`src/rtl/xcvr_cfg_pkg.sv`:
```
package xcvr_cfg_pkg;
  localparam int BYTE_W = 8;

  typedef enum logic [2:0] {
    PH_IDLE, PH_LAUNCH, PH_LOW, PH_HIGH, PH_GAP
  } phaseE;

  typedef enum logic [3:0] {
    SEG_CMD, SEG_WDATA, SEG_WTAIL, SEG_WAIT, SEG_RDATA,
    SEG_SKIP, SEG_RTAIL1, SEG_RTAIL3, SEG_RESET
  } segE;

  typedef struct packed {
    logic loadTx;
    logic shiftOut;
    logic driveOne;
    logic driveZero;
    logic clkRise;
    logic clkFall;
    logic timerGo;
    logic captureRx;
    logic clearRx;
  } dpStrobeT;
endpackage

```
`src/rtl/xcvr_cfg_dp.sv`:
```
module xcvr_cfg_dp
  import xcvr_cfg_pkg::*;
#(
  parameter int PHASE_CYCLES = 8
) (
  input  logic              clk,
  input  logic              rstN,
  input  dpStrobeT          strobe,
  input  logic [BYTE_W-1:0] cmdByte,
  input  logic [BYTE_W-1:0] wrByte,
  input  logic              cfgRxData,
  output logic              phaseDone,
  output logic              cfgClk,
  output logic              cfgData,
  output logic [BYTE_W-1:0] rxByte
);
  localparam int TMR_W = (PHASE_CYCLES > 1) ? $clog2(PHASE_CYCLES) : 1;
  localparam logic [TMR_W-1:0] TMR_LOAD = TMR_W'(PHASE_CYCLES - 1);

  logic [TMR_W-1:0]    phaseTmr;
  logic [2*BYTE_W-1:0] txShift;

  always_ff @(posedge clk or negedge rstN) begin
    if (!rstN)                 phaseTmr <= '0;
    else if (strobe.timerGo)   phaseTmr <= TMR_LOAD;
    else if (phaseTmr != '0)   phaseTmr <= phaseTmr - 1'b1;
  end
  assign phaseDone = (phaseTmr == '0);

  // command byte and data byte leave as one 16-bit LSB-first stream
  always_ff @(posedge clk or negedge rstN) begin
    if (!rstN)                 txShift <= '0;
    else if (strobe.loadTx)    txShift <= {wrByte, cmdByte};
    else if (strobe.shiftOut)  txShift <= txShift >> 1;
  end

  always_ff @(posedge clk or negedge rstN) begin
    if (!rstN)                 cfgData <= 1'b0;
    else if (strobe.shiftOut)  cfgData <= txShift[0];
    else if (strobe.driveOne)  cfgData <= 1'b1;
    else if (strobe.driveZero) cfgData <= 1'b0;
  end

  always_ff @(posedge clk or negedge rstN) begin
    if (!rstN)                 cfgClk <= 1'b0;
    else if (strobe.clkRise)   cfgClk <= 1'b1;
    else if (strobe.clkFall)   cfgClk <= 1'b0;
  end

  always_ff @(posedge clk or negedge rstN) begin
    if (!rstN)                  rxByte <= '0;
    else if (strobe.clearRx)    rxByte <= '0;
    else if (strobe.captureRx)  rxByte <= {cfgRxData, rxByte[BYTE_W-1:1]};
  end

  // data must not move while the serial clock is high or as it rises
  assert_data_hold_R2: assert property (@(posedge clk) disable iff (!rstN)
    cfgClk |-> $stable(cfgData));

  logic [TMR_W:0] hiRun;
  always_ff @(posedge clk or negedge rstN) begin
    if (!rstN)       hiRun <= '0;
    else if (cfgClk) hiRun <= hiRun + 1'b1;
    else             hiRun <= '0;
  end
  assert_high_width_R9: assert property (@(posedge clk) disable iff (!rstN)
    $fell(cfgClk) |-> hiRun == (TMR_W+1)'(PHASE_CYCLES));
endmodule

```
`src/rtl/xcvr_cfg_ctrl.sv`:
```
module xcvr_cfg_ctrl
  import xcvr_cfg_pkg::*;
#(
  parameter int WAIT_LIMIT   = 10,
  parameter int RESET_PULSES = 30
) (
  input  logic     clk,
  input  logic     rstN,
  input  logic     cmdValid,
  input  logic [1:0] cmdOp,
  input  logic     phaseDone,
  input  logic     cfgRdValid,
  output dpStrobeT strobe,
  output logic     cmdReady,
  output logic     rspDone,
  output logic     rspTimeout
);
  localparam int MAX_A   = (RESET_PULSES > WAIT_LIMIT) ? RESET_PULSES : WAIT_LIMIT;
  localparam int MAX_CNT = (MAX_A > BYTE_W) ? MAX_A : BYTE_W;
  localparam int CNT_W   = $clog2(MAX_CNT + 1);
  localparam logic [CNT_W-1:0] BYTE_C = CNT_W'(BYTE_W);
  localparam logic [CNT_W-1:0] WAIT_C = CNT_W'(WAIT_LIMIT);
  localparam logic [CNT_W-1:0] RST_C  = CNT_W'(RESET_PULSES);
  localparam logic [CNT_W-1:0] TWO_C  = CNT_W'(2);
  localparam logic [CNT_W-1:0] THREE_C = CNT_W'(3);

  phaseE phase, phaseN;
  segE   seg, segN, nxt, slotSeg;
  logic [CNT_W-1:0] bitCnt, cntN, cntInc;
  logic isRead, isReadN, timeoutN, doneN, finish, startSlot;

  always_comb begin
    strobe    = '0;
    phaseN    = phase;
    segN      = seg;
    cntN      = bitCnt;
    isReadN   = isRead;
    timeoutN  = rspTimeout;
    doneN     = 1'b0;
    startSlot = 1'b0;
    slotSeg   = seg;
    nxt       = seg;
    finish    = 1'b0;
    cntInc    = bitCnt + 1'b1;
    unique case (phase)
      PH_IDLE: if (cmdValid) begin
        strobe.loadTx  = 1'b1;
        strobe.clearRx = 1'b1;
        isReadN  = (cmdOp == 2'b01);
        timeoutN = 1'b0;
        segN     = cmdOp[1] ? SEG_RESET : SEG_CMD;
        cntN     = '0;
        phaseN   = PH_LAUNCH;
      end
      PH_LAUNCH: startSlot = 1'b1;
      PH_LOW: if (phaseDone) begin
        strobe.clkRise = 1'b1;
        strobe.timerGo = 1'b1;
        phaseN = PH_HIGH;
      end
      PH_HIGH: if (phaseDone) begin
        strobe.clkFall = 1'b1;
        phaseN = PH_GAP;
      end
      PH_GAP: begin
        unique case (seg)
          SEG_CMD:    if (cntInc == BYTE_C) nxt = isRead ? SEG_WAIT : SEG_WDATA;
          SEG_WDATA:  if (cntInc == BYTE_C) nxt = SEG_WTAIL;
          SEG_WTAIL:  if (cntInc == TWO_C) finish = 1'b1;
          SEG_WAIT: begin
            if (!cfgRdValid) nxt = SEG_RDATA;
            else if (cntInc == WAIT_C) begin
              nxt      = SEG_SKIP;
              timeoutN = 1'b1;
            end
          end
          SEG_RDATA: begin
            strobe.captureRx = 1'b1;
            if (cntInc == BYTE_C) nxt = SEG_RTAIL1;
          end
          SEG_SKIP:   if (cntInc == TWO_C) nxt = SEG_RTAIL1;
          SEG_RTAIL1: nxt = SEG_RTAIL3;
          SEG_RTAIL3: if (cntInc == THREE_C) begin
            finish = 1'b1;
            doneN  = 1'b1;
          end
          SEG_RESET:  if (cntInc == RST_C) finish = 1'b1;
          default:    finish = 1'b1;
        endcase
        if (finish) begin
          phaseN = PH_IDLE;
        end else begin
          startSlot = 1'b1;
          slotSeg   = nxt;
          segN      = nxt;
          cntN      = (nxt == seg) ? cntInc : '0;
        end
      end
      default: phaseN = PH_IDLE;
    endcase
    if (startSlot) begin
      phaseN = PH_LOW;
      strobe.timerGo = 1'b1;
      unique case (slotSeg)
        SEG_CMD, SEG_WDATA:               strobe.shiftOut  = 1'b1;
        SEG_WTAIL, SEG_RTAIL3, SEG_RESET: strobe.driveZero = 1'b1;
        default:                          strobe.driveOne  = 1'b1;
      endcase
    end
  end

  always_ff @(posedge clk or negedge rstN) begin
    if (!rstN) begin
      phase      <= PH_IDLE;
      seg        <= SEG_CMD;
      bitCnt     <= '0;
      isRead     <= 1'b0;
      rspTimeout <= 1'b0;
      rspDone    <= 1'b0;
    end else begin
      phase      <= phaseN;
      seg        <= segN;
      bitCnt     <= cntN;
      isRead     <= isReadN;
      rspTimeout <= timeoutN;
      rspDone    <= doneN;
    end
  end

  assign cmdReady = (phase == PH_IDLE);

  // the wait loop never runs past its bound
  assert_wait_bound_R4: assert property (@(posedge clk) disable iff (!rstN)
    (seg == SEG_WAIT && phase != PH_IDLE) |-> bitCnt < WAIT_C);
endmodule

```
`src/rtl/xcvr_cfg_master.sv`:
```
module xcvr_cfg_master
  import xcvr_cfg_pkg::*;
#(
  parameter int PHASE_CYCLES = 8,
  parameter int WAIT_LIMIT   = 10,
  parameter int RESET_PULSES = 30
) (
  input  logic       clk,
  input  logic       rstN,
  input  logic       cmdValid,
  output logic       cmdReady,
  input  logic [1:0] cmdOp,
  input  logic [7:0] cmdAddr,
  input  logic [1:0] cmdIndex,
  input  logic [7:0] cmdWdata,
  output logic       rspDone,
  output logic [7:0] rspData,
  output logic       rspTimeout,
  output logic       cfgClk,
  output logic       cfgData,
  input  logic       cfgRdValid,
  input  logic       cfgRxData
);
  dpStrobeT          strobe;
  logic              phaseDone;
  logic [BYTE_W-1:0] cmdByte;

  assign cmdByte = cmdAddr | {5'b0, cmdIndex, 1'b0} | {7'b0, (cmdOp == 2'b00)};

  xcvr_cfg_ctrl #(
    .WAIT_LIMIT  (WAIT_LIMIT),
    .RESET_PULSES(RESET_PULSES)
  ) i_ctrl (
    .clk       (clk),
    .rstN      (rstN),
    .cmdValid  (cmdValid),
    .cmdOp     (cmdOp),
    .phaseDone (phaseDone),
    .cfgRdValid(cfgRdValid),
    .strobe    (strobe),
    .cmdReady  (cmdReady),
    .rspDone   (rspDone),
    .rspTimeout(rspTimeout)
  );

  xcvr_cfg_dp #(
    .PHASE_CYCLES(PHASE_CYCLES)
  ) i_dp (
    .clk      (clk),
    .rstN     (rstN),
    .strobe   (strobe),
    .cmdByte  (cmdByte),
    .wrByte   (cmdWdata),
    .cfgRxData(cfgRxData),
    .phaseDone(phaseDone),
    .cfgClk   (cfgClk),
    .cfgData  (cfgData),
    .rxByte   (rspData)
  );

  assert_busy_R10: assert property (@(posedge clk) disable iff (!rstN)
    cfgClk |-> !cmdReady);
  assert_done_pulse_R11: assert property (@(posedge clk) disable iff (!rstN)
    rspDone |=> !rspDone);
  assert_done_idle_R11: assert property (@(posedge clk) disable iff (!rstN)
    rspDone |-> cmdReady && !cfgClk);
  assert_timeout_zero_R6: assert property (@(posedge clk) disable iff (!rstN)
    (rspDone && rspTimeout) |-> rspData == 8'h00);
  assert_idle_clk_low_R3: assert property (@(posedge clk) disable iff (!rstN)
    cmdReady |-> !cfgClk);
endmodule

```
`config.mk`:
```
export PLATFORM = sky130hd
export DESIGN_NAME = xcvr_cfg_master
export DESIGN_NICKNAME = d
export VERILOG_FILES = /design/src/rtl/xcvr_cfg_pkg.sv /design/src/rtl/xcvr_cfg_dp.sv /design/src/rtl/xcvr_cfg_ctrl.sv /design/src/rtl/xcvr_cfg_master.sv
export SDC_FILE = /design/constraint.sdc
export NUM_CORES = 1
export LEC_CHECK = 0
export BUFFER_PORTS_ARGS = -buffer_cell sky130_fd_sc_hd__buf_2
export CORE_ASPECT_RATIO = 1.5
export CORE_MARGIN = 10
export CORE_UTILIZATION = 25
export DETAILED_ROUTE_END_ITERATION = 10
export HOLD_SLACK_MARGIN = 0.15
export PLACE_DENSITY = 0.42
export SYNTH_ARGS = -nofsm -noshare
export SYNTH_HDL_FRONTEND = slang
export SYNTH_SLANG_ARGS = --single-unit
```
`constraint.sdc`:
```
create_clock -name clk -period 8.3 [get_ports clk]
set_input_delay 0.415 -clock clk [delete_from_list [all_inputs] [get_ports clk]]
set_output_delay 0.415 -clock clk [all_outputs]
set_load 0.01 [all_outputs]
```
# Word level (Yosys, flattened, before mapping)
# Index checks and enable logic that the tools add are counted.
[op_classes]
addsub = 2
n_eq_ne = 33
muxes = 61
n_bitwise = 2
n_reduce_logical = 21
[op_table]
columns = ["operator", "count"]
rows = [
  ["two-way mux 4 bit", 11],
  ["two-way mux 16 bit", 2],
  ["two-way mux 1 bit", 27],
  ["two-way mux 3 bit", 8],
  ["one-hot mux 4 bit (6 select lines)", 1],
  ["== test 4 x 3 -> 1 bit, second input constant", 5],
  ["two-way mux 8 bit", 2],
  ["two-way mux 5 bit", 3],
  ["one-hot mux 3 bit (5 select lines)", 1],
  ["== test 4 x 2 -> 1 bit, second input constant", 3],
  ["== test 5 x 2 -> 1 bit, second input constant", 2],
  ["== test 5 x 4 -> 1 bit, second input constant", 2],
  ["one-hot mux 5 bit (2 select lines)", 1],
  ["AND reduction 5 bit", 2],
  ["nonzero test 2 bit", 5],
  ["!= test 3 x 1 -> 1 bit, second input constant", 3],
  ["== test 4 x 1 -> 1 bit, second input constant", 2],
  ["== test 4 bit, second input constant", 2],
  ["logical NOT 4 bit", 2],
  ["!= test 2 bit, second input constant", 4],
  ["bitwise OR 8 x 1 -> 8 bit", 1],
  ["bitwise OR 8 x 3 -> 8 bit", 1],
  ["one-hot mux 4 bit (2 select lines)", 1],
  ["== test 3 x 2 -> 1 bit, second input constant", 2],
  ["other kinds (21)", 26],
]
[totals]
regBits = 44
inputBits = 25
output_inout_bits = 13
wordCells = 130

# Depth between registers and ports, before layout
# Gate-level depths: netlist (run 1).
[depth]
depth_word = 15
mapped_depth = 11
mapped_depth_nobuf = 9

# Hierarchy
# A second synthesis (run 1) with hierarchy kept.
[unflattened]
hier_cells = 292
hier_area_um2 = 2693.8
[modules_own_cells]
columns = ["mod", "instances", "cells_each", "area_each_um2"]
rows = [
  ["xcvr_cfg_ctrl", 1, 171, 1366.3],
  ["xcvr_cfg_dp", 1, 118, 1307.5],
  ["xcvr_cfg_master", 1, 3, 20.0],
]

# Least setup slack after synthesis (run 1)
# No wires, ideal clock.
[synth_timing]
kind = "reg-to-reg"
from = "reg i_ctrl.bitCnt[0]"
to = "reg i_dp.txShift[10]"
t_arrival_ps = 2663
required_time_ps = 8204
path_slack_ps = 5541
stages_incl_launch_ff = 11
n_path_buf = 2
synth_period_minus_slack_ps = 2759
path_cell_list = "dfrtp_1 ha_1 or4b_4 o211a_1 o21a_1 a211oi_4 and3_1 buf_4 buf_12 o31ai_2 nor4_2"
[synth_between]
elab_chain_cells = 13
word_cells_on_any_way = 29
[synth_rtl]
columns = ["element", "line", "source"]
rows = [
  ["start: declaration", "xcvr_cfg_ctrl.sv:29", "logic [CNT_W-1:0] bitCnt, cntN, cntInc;"],
  ["start signal: assignment", "xcvr_cfg_ctrl.sv:123", "bitCnt <= cntN;"],
  ["adder 5 x 1 -> 5 bit *", "xcvr_cfg_ctrl.sv:44", "cntInc = bitCnt + 1'b1;"],
  ["== test 5 x 4 -> 1 bit", "xcvr_cfg_ctrl.sv:72", "else if (cntInc == WAIT_C) begin"],
  ["two-way mux 4 bit", "xcvr_cfg_ctrl.sv:72", ""],
  ["two-way mux 4 bit", "xcvr_cfg_ctrl.sv:71", "if (!cfgRdValid) nxt = SEG_RDATA;"],
  ["one-hot mux 4 bit (6 select lines)", "xcvr_cfg_ctrl.sv:66", "unique case (seg)"],
  ["two-way mux 4 bit", "xcvr_cfg_ctrl.sv:45", "unique case (phase)"],
  ["two-way mux 4 bit", "-", ""],
  ["two-way mux 4 bit", "xcvr_cfg_ctrl.sv:45", ""],
  ["== test 4 x 1 -> 1 bit or logical NOT 4 bit (tied branches)", "xcvr_cfg_ctrl.sv:104", "unique case (slotSeg)"],
  ["OR reduction 2 bit", "-", ""],
  ["two-way mux 1 bit", "xcvr_cfg_ctrl.sv:104", ""],
  ["two-way mux 3 bit *", "xcvr_cfg_ctrl.sv:101", "if (startSlot) begin"],
  ["nonzero test 2 bit (no line) *", "-", ""],
  ["end signal: assignment", "xcvr_cfg_dp.sv:33", "else if (strobe.loadTx) txShift <= {wrByte, cmdByte};"],
  ["end signal: assignment", "xcvr_cfg_dp.sv:34", "else if (strobe.shiftOut) txShift <= txShift >> 1;"],
  ["end: declaration", "xcvr_cfg_dp.sv:21", "logic [2*BYTE_W-1:0] txShift;"],
]
# Every way passes the cells marked *; elsewhere a longest branch is shown, timed or not. The select of a mux whose other input is x is not followed.
# A chain may end at the register's enable or synchronous reset.

# Final worst setup path (run 1)
[layout_timing]
from = "reg i_ctrl.bitCnt[1]"
to = "reg i_dp.txShift[7]"
# The elaborated chain is that of the path after synthesis.

==> run metrics, run 1 <==
Synthesis Warnings=0; Cells after Synth=roughly 340; crit path buf inv count=0; worst rel slew slack=a little under a third; CTS tree=yes; total CTS buffers=5; CTS max path bufs=2; # hold bufs at CTS=0; vias in the first global route=approximately 2800; synthesis-to-finish area growth=16.6%; final period utilization=a little over two fifths; Setup WS pre-CTS=around 4.7 ns; Nets=a little under 400; Max stage delay on crit path=~0.76 ns; most common cell after layout, fill and taps aside=dfrtp_1; Worst EP required=~8.5 ns; FF+latch area=around 1100 µm²; ordered list of cells on the worst path=ha_1 > or4b_4 > o211a_1 > o21a_1 > a211oi_4 > and3_1 > o31ai_1 > nor4_1; Yosys reg bits=between 40 and 50; worst-skew pair later-pin latency=0.29 ns; Clock Pin Slew Worst Setup and Hold Paths=around 0.070 ns; Rows=~50; highest clock rate=between 0.2 and 0.3 GHz; Final ANT Viol Nets=0; crit-path max FO=18; H-tree Lvls=2; maximum VDD drop=about 0.00012 V; final setup vio count=0; DRT iter0 DRCs=just under 100; drt total wl=~8.6 mm; die extent in y=~150 µm; Tot GR Track Use=approximately a tenth; via count=2662; WL/cell=between 15 and 20 µm; critical path's slowest cell=and3_1; Synth Cell Area=about 3000 µm²; post-route minimum period=3.65 ns; clk_skew=approximately 0.0075 ns; final hold viol count=0; most frequent cells in the layout=44 x dfrtp_1, 37 x buf_2, 36 x nor3_1; Gates resized, CTS repair=0; HPWL reported at the end of detailed placement=slightly above 6 mm; final setup margin=about 4.7 ns; Synthesized Nets=~370; max-slew violations=0; num ports=38; WP data arrival=~3.8 ns; top_reg_cell synth=dfrtp_1; Filler cells=roughly 1300; Setup Buffers After CTS=0; CTS Root Buffer Type=clkbuf_16; Crit. End Element=flip-flop; Horiz. Die Dim=110 µm; routability cong.=approximately 0.77; share of cells above drive strength 1=21.7%; antenna violations before repair=0; synth top area cells=dfrtp_1 37%, nor3_1 6.0%, nor2_1 4.4%; type of origin of the critical path=flip-flop; leading area contributor after synthesis=dfrtp_1; multi-input logic area=about 1700 µm²; post-synth cell types=59; Clock Sinks=44; starting density of the core=25.3%; Max-Cap Viols=0; slew of the pin with the lowest slew margin=1.04 ns; Post-synth EDFFs=0; post-route DRC violation count=0; Detailed Routing Iterations Pass 1=4; Syn Area/Cell=between 8 and 9 µm²; Synth async-reset ratio=100%; first-pass GRT wire length=between 10 and 15 mm; pwr dens=around 150 nW/µm²; I/O Buffers=37; status=finished, final reports clean; largest net degree at the start of global routing=45; CP top delay family=simple AND/OR/NAND/NOR gates; n_diodes=0; global route overflow=0; area share of the largest cell type after synthesis=between 30% and 40%; core area=around 12000 µm²; RSZ-0062 raised after global routing=no; Hold Crit Class=input port to asynchronous set/reset pin; Leak=~1.6 nW; post-synthesis sequential area ratio=between 30% and 40%; die area=~17000 µm²; TNS Setup=0 ns; critical path class=flip-flop to flip-flop; vias per cell=roughly 5
cells in the mapped netlist, drive strengths merged (3+ instances only):
cell	count
buf	7
inv	12
o21ai	12
a2111oi	3
dfrtp	44
a31oi	6
o31ai	18
a21oi	5
or2	3
a22o	3
mux2i	10
and3	3
nor3	36
or3	3
nand2	33
nand4b	12
ha	6
nor2	35
nand3	5
clkbuf	20
nor4	17
xnor2	3
a211oi	5
nand2b	5
and2	5
final cells by class:
type,instances,share of cell area (%)
multi-input combinational,258,49.5
inverter,12,1.28
timing repair buffer,42,6.34
sequential,44,31.3
tap,153,5.45
clock inverter,3,2.56
clock buffer,5,3.56
flip-flops by register name, indices dropped and copies added (netlist names), 3 cells and up:
name	cells
i_dp.txShift	16
i_dp.rxByte	8
i_ctrl.bitCnt	5
i_ctrl.seg	4
i_ctrl.phase	3
i_dp.phaseTmr	3
stage by stage:
stage               util [%]  cell area [µm²]  cells  hold WS (ns)  power (W)
floorplan                  -             3010    341         0.119   0.000220
global placement        27.7             3300    509         0.481   0.000231
detailed placement      27.7             3300    509         0.487   0.000231
CTS                     29.5             3510    517         0.332   0.000527
global route            29.5             3510    517         0.356   0.000533
finish                  29.5             3510    517         0.306   0.000519
routing by layer:
metal	GRT usage (%)	vias to the layer above	wire, µm
li1	-	1307	-
met1	11.6	1298	3560
met2	19.0	48	4630
met3	1.75	9	265
met4	3.30	0	123
met5	0	-	0
final timing paths:
kind                                              startpoint                           end  slack (ns)  depth (start not counted)
worst max-delay path            i_ctrl.bitCnt[1]$_DFFE_PN0P_   i_dp.txShift[7]$_DFFE_PN0P_        4.65                          8
worst max register to register  i_ctrl.bitCnt[1]$_DFFE_PN0P_   i_dp.txShift[7]$_DFFE_PN0P_        4.65                          8
min in group clk                                 cmdWdata[7]  i_dp.txShift[15]$_DFFE_PN0P_        0.34                          3
worst min-delay path                                    rstN    i_dp.rxByte[4]$_DFFE_PN0P_        0.31                          1
max in group asynchronous                               rstN   i_dp.txShift[1]$_DFFE_PN0P_        7.35                          1
worst min register to register     i_ctrl.isRead$_DFFE_PN0P_     i_ctrl.isRead$_DFFE_PN0P_        0.49                          2
report_power, final:
| part | switching [W] | internal, W |
|---|---|---|
| Clock | 0.0000892 | 0.000203 |
| Sequential | 0.000000170 | 0.000215 |
| Combinational | 0.00000693 | 0.00000460 |
| Total | 0.0000962 | 0.000422 |
cell families (layout without fill, tap and decap cells):
logic type | count (synthesis) | count (layout) | synth area share, %
adders and majority gates | 6 | 6 | 2.49
buffers and inverters | 39 | 62 | 5.86
muxes | 12 | 12 | 4.07
and+or+nand+nor | 166 | 166 | 30.9
DFF | 44 | 44 | 36.5
xor gates and xnor gates | 4 | 4 | 1.16
AOI/OAI and AO/OA | 70 | 70 | 19.0
No activity file was read; power rests on OpenSTA's default activity.
==> run 2, diff against run 1 <==
Clock period 8.3 ns to 3.6 ns, I/O delays scaled along.
==> run metrics, run 2 (synthesized netlist as in run 1, its figures left out) <==
Post-Layout Cell Count=approximately 530; num ports=38; HPWL reported at the end of detailed placement=about 6.4 mm; first-pass GRT wire length=roughly 15 mm; share of cells above drive strength 1=between 20% and 30%; core area=11900 µm²; antenna violations before repair=0; ordered list of cells on the worst path=ha_1 > nor4_2 > inv_1 > a2111oi_2 > nor2_1 > buf_4 > a31oi_1 > nand2_1 > o31ai_1; placed instance area=approximately 3400 µm²; Rows=roughly 50; critical path class=flip-flop to flip-flop; Hold Crit Class=input port to flip-flop; Horiz. Die Dim=~110 µm; clk_skew=between 0.006 and 0.007 ns; maximum VDD drop=0.000167 V; RSZ-0062 raised after global routing=no; post-route minimum period=3.30 ns; total CTS buffers=5; TNS Setup=0 ns; DRT iter0 DRCs=between 90 and 100; global route overflow=0; DP Cell Count=between 500 and 600; Clock Sinks=between 40 and 50; final setup vio count=0; I/O Buffers=37; pwr dens=between 200 and 300 nW/µm²; vias in the first global route=2939; H-tree Lvls=2; Nets=~410; die area=between 15000 and 20000 µm²; crit-path max FO=16; vias per cell=roughly 5.2; Tot GR Track Use=11.2%; worst rel slew slack=around 30%; highest clock rate=0.303 GHz; final setup margin=0.302 ns; Clock Pin Slew Worst Setup and Hold Paths=around 0.060 ns; crit path buf inv count=2; Worst EP required=roughly 3.8 ns; n_diodes=0; post-route DRC violation count=0; via count=roughly 2700; routability cong.=0.808; most common cell after layout, fill and taps aside=dfrtp_1; die extent in y=between 150 and 200 µm; CTS max path bufs=2; drt total wl=between 9 and 10 mm; most frequent cells in the layout=44 x dfrtp_1, 37 x buf_2, 36 x nor3_1; final instance area=approximately 3600 µm²; synthesis-to-finish area growth=18.5%; Max-Cap Viols=0; max-slew violations=0; multi-input logic area=1740 µm²; Detailed Routing Iterations Pass 1=6; WL/cell=17.0 µm; FF+latch area=~1100 µm²; type of origin of the critical path=flip-flop; Setup Buffers After CTS=0; Filler cells=around 1300; final hold viol count=0; status=finished, final reports clean; CTS tree=yes; critical path's slowest cell=a2111oi_2; Crit. End Element=flip-flop; Largest Register=i_dp.txShift; total power draw=~0.001 W; biggest regs=i_dp.txShift: 16 flops, i_dp.rxByte: 8 flops, i_ctrl.bitCnt: 5 flops; CTS Root Buffer Type=clkbuf_16; Setup WS pre-CTS=~0.12 ns; WP data arrival=3.49 ns; slew of the pin with the lowest slew margin=about 1.0 ns; starting density of the core=between 20 and 30%; max reg flops=16; largest net degree at the start of global routing=45; final period utilization=between 90% and 100%; worst-skew pair later-pin latency=~0.29 ns; Leak=approximately 1.6 nW; Final ANT Viol Nets=0; Max stage delay on crit path=approximately 0.60 ns; CP top delay family=compound AO/OA/AOI/OAI gates
==> run 2: cell count changes in the layout (fill, tap and decap cells not counted), sizes merged <==
cell,previous run,this run
clkbuf,5,6
dlygate4sd3,0,5
clkinv,0,2
bufinv,3,0
buf,42,51
==> run 2: worst paths after layout <==
path                                               from                      endpoint  slack [ns]  cells past startpoint
max reg2reg                i_ctrl.bitCnt[1]$_DFFE_PN0P_      i_dp.cfgData$_DFFE_PN0P_        0.30                      9
max in group asynchronous                          rstN  i_dp.phaseTmr[0]$_DFFE_PN0P_        2.33                      2
min                                          cmdAddr[7]   i_dp.txShift[7]$_DFFE_PN0P_        0.17                      3
min reg2reg                   i_ctrl.isRead$_DFFE_PN0P_     i_ctrl.isRead$_DFFE_PN0P_        0.50                      2
min in group asynchronous                          rstN    i_dp.rxByte[3]$_DFFE_PN0P_        0.62                      2
max                        i_ctrl.bitCnt[1]$_DFFE_PN0P_      i_dp.cfgData$_DFFE_PN0P_        0.30                      9
==> run 2: through the flow <==
stage / utilization (%) / hold slack, ns
5_1_grt: 30.0 / 0.197
4_1_cts: 30.0 / 0.166
6_report: 30.0 / 0.174
3_5_place_dp: 28.3 / 0.411
2_1_floorplan: - / -0.116
3_3_place_gp: 28.3 / 0.399
==> run 2: power breakdown <==
group / switching (W) / total [W] / internal, W
combinational: 0.0000164 / 0.0000305 / 0.0000141
sequential: 0.000000397 / 0.000495 / 0.000495
clock: 0.000197 / 0.000471 / 0.000274
==> run 2: repair_timing <==
item / CTS / global route
endpoints found under the setup margin: 0 / 2
hold endpoints to repair: 48 / 0
hold buffers: 5 / 0
gates resized for setup: 0 / 1
==> run 2: final cells by class <==
class | instances | area share, %
clock buffer | 6 | 3.89
clock inverter | 2 | 0.280
inverter | 12 | 1.26
multi-input combinational | 258 | 48.8
sequential | 44 | 30.8
tap | 153 | 5.36
timing repair buffer | 56 | 9.53
==> run 2: per-layer routing <==
metal	track usage (%)	vias to the layer above	routed length, µm
met3	1.71	12	315
met5	0	-	0
met4	3.48	0	138
met1	12.4	1325	3670
met2	20.7	71	4920
li1	-	1328	-
==> run 2: tightest hold or removal path, stage by stage <==
cell and delay [ns]:
buf_2 0.09, nor2_1 0.09, nor4_1 0.06
==> run 3, diff against run 2 <==
Clock period 3.6 ns to 3.8 ns, I/O delays scaled along.
==> run metrics, run 3 (synthesized netlist as in run 1, its figures left out) <==
Setup Buffers After CTS=0; Max-Cap Viols=0; first-pass GRT wire length=15.1 mm; Largest Register=i_dp.txShift; Horiz. Die Dim=about 110 µm; global route overflow=0; most frequent cells in the layout=44 x dfrtp_1, 37 x buf_2, 36 x nor3_1; crit path buf inv count=1; type of origin of the critical path=flip-flop; starting density of the core=~25%; TNS Setup=0 ns; core area=approximately 12000 µm²; synthesis-to-finish area growth=19.0%; Detailed Routing Iterations Pass 1=4; Final ANT Viol Nets=0; max-slew violations=0; Setup WS pre-CTS=about 0.24 ns; beginning of the worst hold path=cfgRxData; crit-path max FO=17; H-tree Lvls=2; num ports=38; share of cells above drive strength 1=roughly 24%; Crit. End Element=flip-flop; drt total wl=8.83 mm; worst-skew pair later-pin latency=just under 0.3 ns; die extent in y=154 µm; critical path's slowest cell=a2111oi_2; routability cong.=about 0.84; largest net degree at the start of global routing=45; Rows=slightly below 50; CTS tree=yes; post-route minimum period=between 3 and 4 ns; maximum VDD drop=approximately 0.00016 V; Tot GR Track Use=11.0%; CTS max path bufs=2; worst rel slew slack=29.6%; max reg flops=16; pwr dens=around 280 nW/µm²; I/O Buffers=37; final setup margin=~0.35 ns; Worst EP required=between 3 and 4 ns; clk_skew=0.00636 ns; critical register-to-register path startpoint=i_ctrl.bitCnt[1]$_DFFE_PN0P_; via count=approximately 2700; status=finished, final reports clean; final hold viol count=0; final period utilization=about nine tenths; CP top delay family=simple AND/OR/NAND/NOR gates; final setup vio count=0; Clock Sinks=44; slew of the pin with the lowest slew margin=about 1.1 ns; Hold Crit Class=input port to flip-flop; biggest regs=i_dp.txShift: 16 flops, i_dp.rxByte: 8 flops, i_ctrl.bitCnt: 5 flops; R2R cell count=8; Leak=~1.6 nW; RSZ-0062 raised after global routing=no; Hold EP=i_dp.rxByte[7]$_DFFE_PN0P_; n_diodes=0; Max stage delay on crit path=0.55 ns; total CTS buffers=5; CTS Root Buffer Type=clkbuf_16; ordered list of cells on the worst path=ha_1 > nor4_1 > inv_1 > a2111oi_2 > nor2_2 > and3_1 > or3_1 > o311a_1; post-route DRC violation count=0; WHS Path Cells=3; DRT iter0 DRCs=about 120; final instance area=between 3000 and 4000 µm²; HPWL reported at the end of detailed placement=between 6 and 7 mm; vias per cell=5.13; die area=16900 µm²; Nets=about 410; Clock Pin Slew Worst Setup and Hold Paths=approximately 0.070 ns; Util after Layout=a little under a third; most common cell after layout, fill and taps aside=dfrtp_1; vias in the first global route=2900; antenna violations before repair=0; placed instance area=between 3000 and 4000 µm²; critical path class=flip-flop to flip-flop; WL/cell=roughly 17 µm; r2r setup slk=roughly 0.35 ns; reg2reg end=i_dp.txShift[2]$_DFFE_PN0P_; highest clock rate=0.290 GHz; WP data arrival=between 3 and 4 ns
==> run 3: changes by cell type in the layout (fill, tap and decap cells not counted), sizes merged <==
cell	previous run	this run
clkinv	2	0
bufinv	0	1
clkbuf	6	5
clkinvlp	0	1
dlygate4sd3	5	4
inv	12	13
==> run 3: per-layer routing <==
metal / routed length (µm) / part of all wire, % / global-route usage (%) / up-vias
met5: 0 / 0 / 0 / -
met4: 165 / 1.9 / 3.54 / 0
met3: 267 / 3.0 / 2.25 / 10
met2: 4670 / 53 / 19.7 / 45
met1: 3720 / 42 / 12.4 / 1336
li1: - / - / - / 1330
==> run 3: layout make-up <==
| class | count | area [µm²] |
|---|---|---|
| timing repair buffer | 55 | 330 |
| clock inverter | 3 | 46.3 |
| clock buffer | 5 | 125 |
| multi-input combinational | 258 | 1750 |
| tap | 153 | 191 |
| fill | 1307 | 8310 |
| inverter | 12 | 45.0 |
| sequential | 44 | 1100 |
==> run 3: power by group <==
group          total [W]  switching (W)  internal (W)
Combinational  0.0000286      0.0000159     0.0000127
Clock           0.000514       0.000202      0.000313
Sequential      0.000469    0.000000414      0.000469
Total            0.00101       0.000218      0.000794
==> run 3: worst max-delay path by stage <==
stage	start	end	slack [ns]	depth (start not counted)
after floorplan	i_ctrl.bitCnt[0]$_DFFE_PN0P_	i_dp.txShift[10]$_DFFE_PN0P_	1.04	10
after CTS	i_ctrl.bitCnt[1]$_DFFE_PN0P_	i_dp.txShift[2]$_DFFE_PN0P_	0.23	8
after global placement	i_ctrl.bitCnt[0]$_DFFE_PN0P_	i_dp.txShift[2]$_DFFE_PN0P_	0.19	8
after detailed placement	i_ctrl.bitCnt[1]$_DFFE_PN0P_	i_dp.txShift[2]$_DFFE_PN0P_	0.24	8
final	i_ctrl.bitCnt[1]$_DFFE_PN0P_	i_dp.txShift[2]$_DFFE_PN0P_	0.35	8
after global routing	i_ctrl.bitCnt[0]$_DFFE_PN0P_	i_dp.txShift[1]$_DFFE_PN0P_	0.05	8
==> run 3: worst min-delay path: cells and delay by family <==
kind                   cells  cell delay (ns)
buffers and inverters      1             0.07
and+or+nand+nor            1             0.10
muxes                      1             0.05
==> run 3: what timing repair did <==
action                                  4_1_cts  5_1_grt
resized for setup                             0        3
hold buffers                                  4        0
endpoints found under the setup margin        0        3
hold endpoints to repair                     39        0
==> run 3: per-stage QoR <==
step           power, W  std cells  hold WS (ns)
2_1_floorplan  0.000480        341        -0.106
3_3_place_gp   0.000504        518         0.406
3_5_place_dp   0.000505        518         0.406
4_1_cts         0.00103        530         0.169
5_1_grt         0.00105        530         0.191
6_report        0.00101        530         0.168
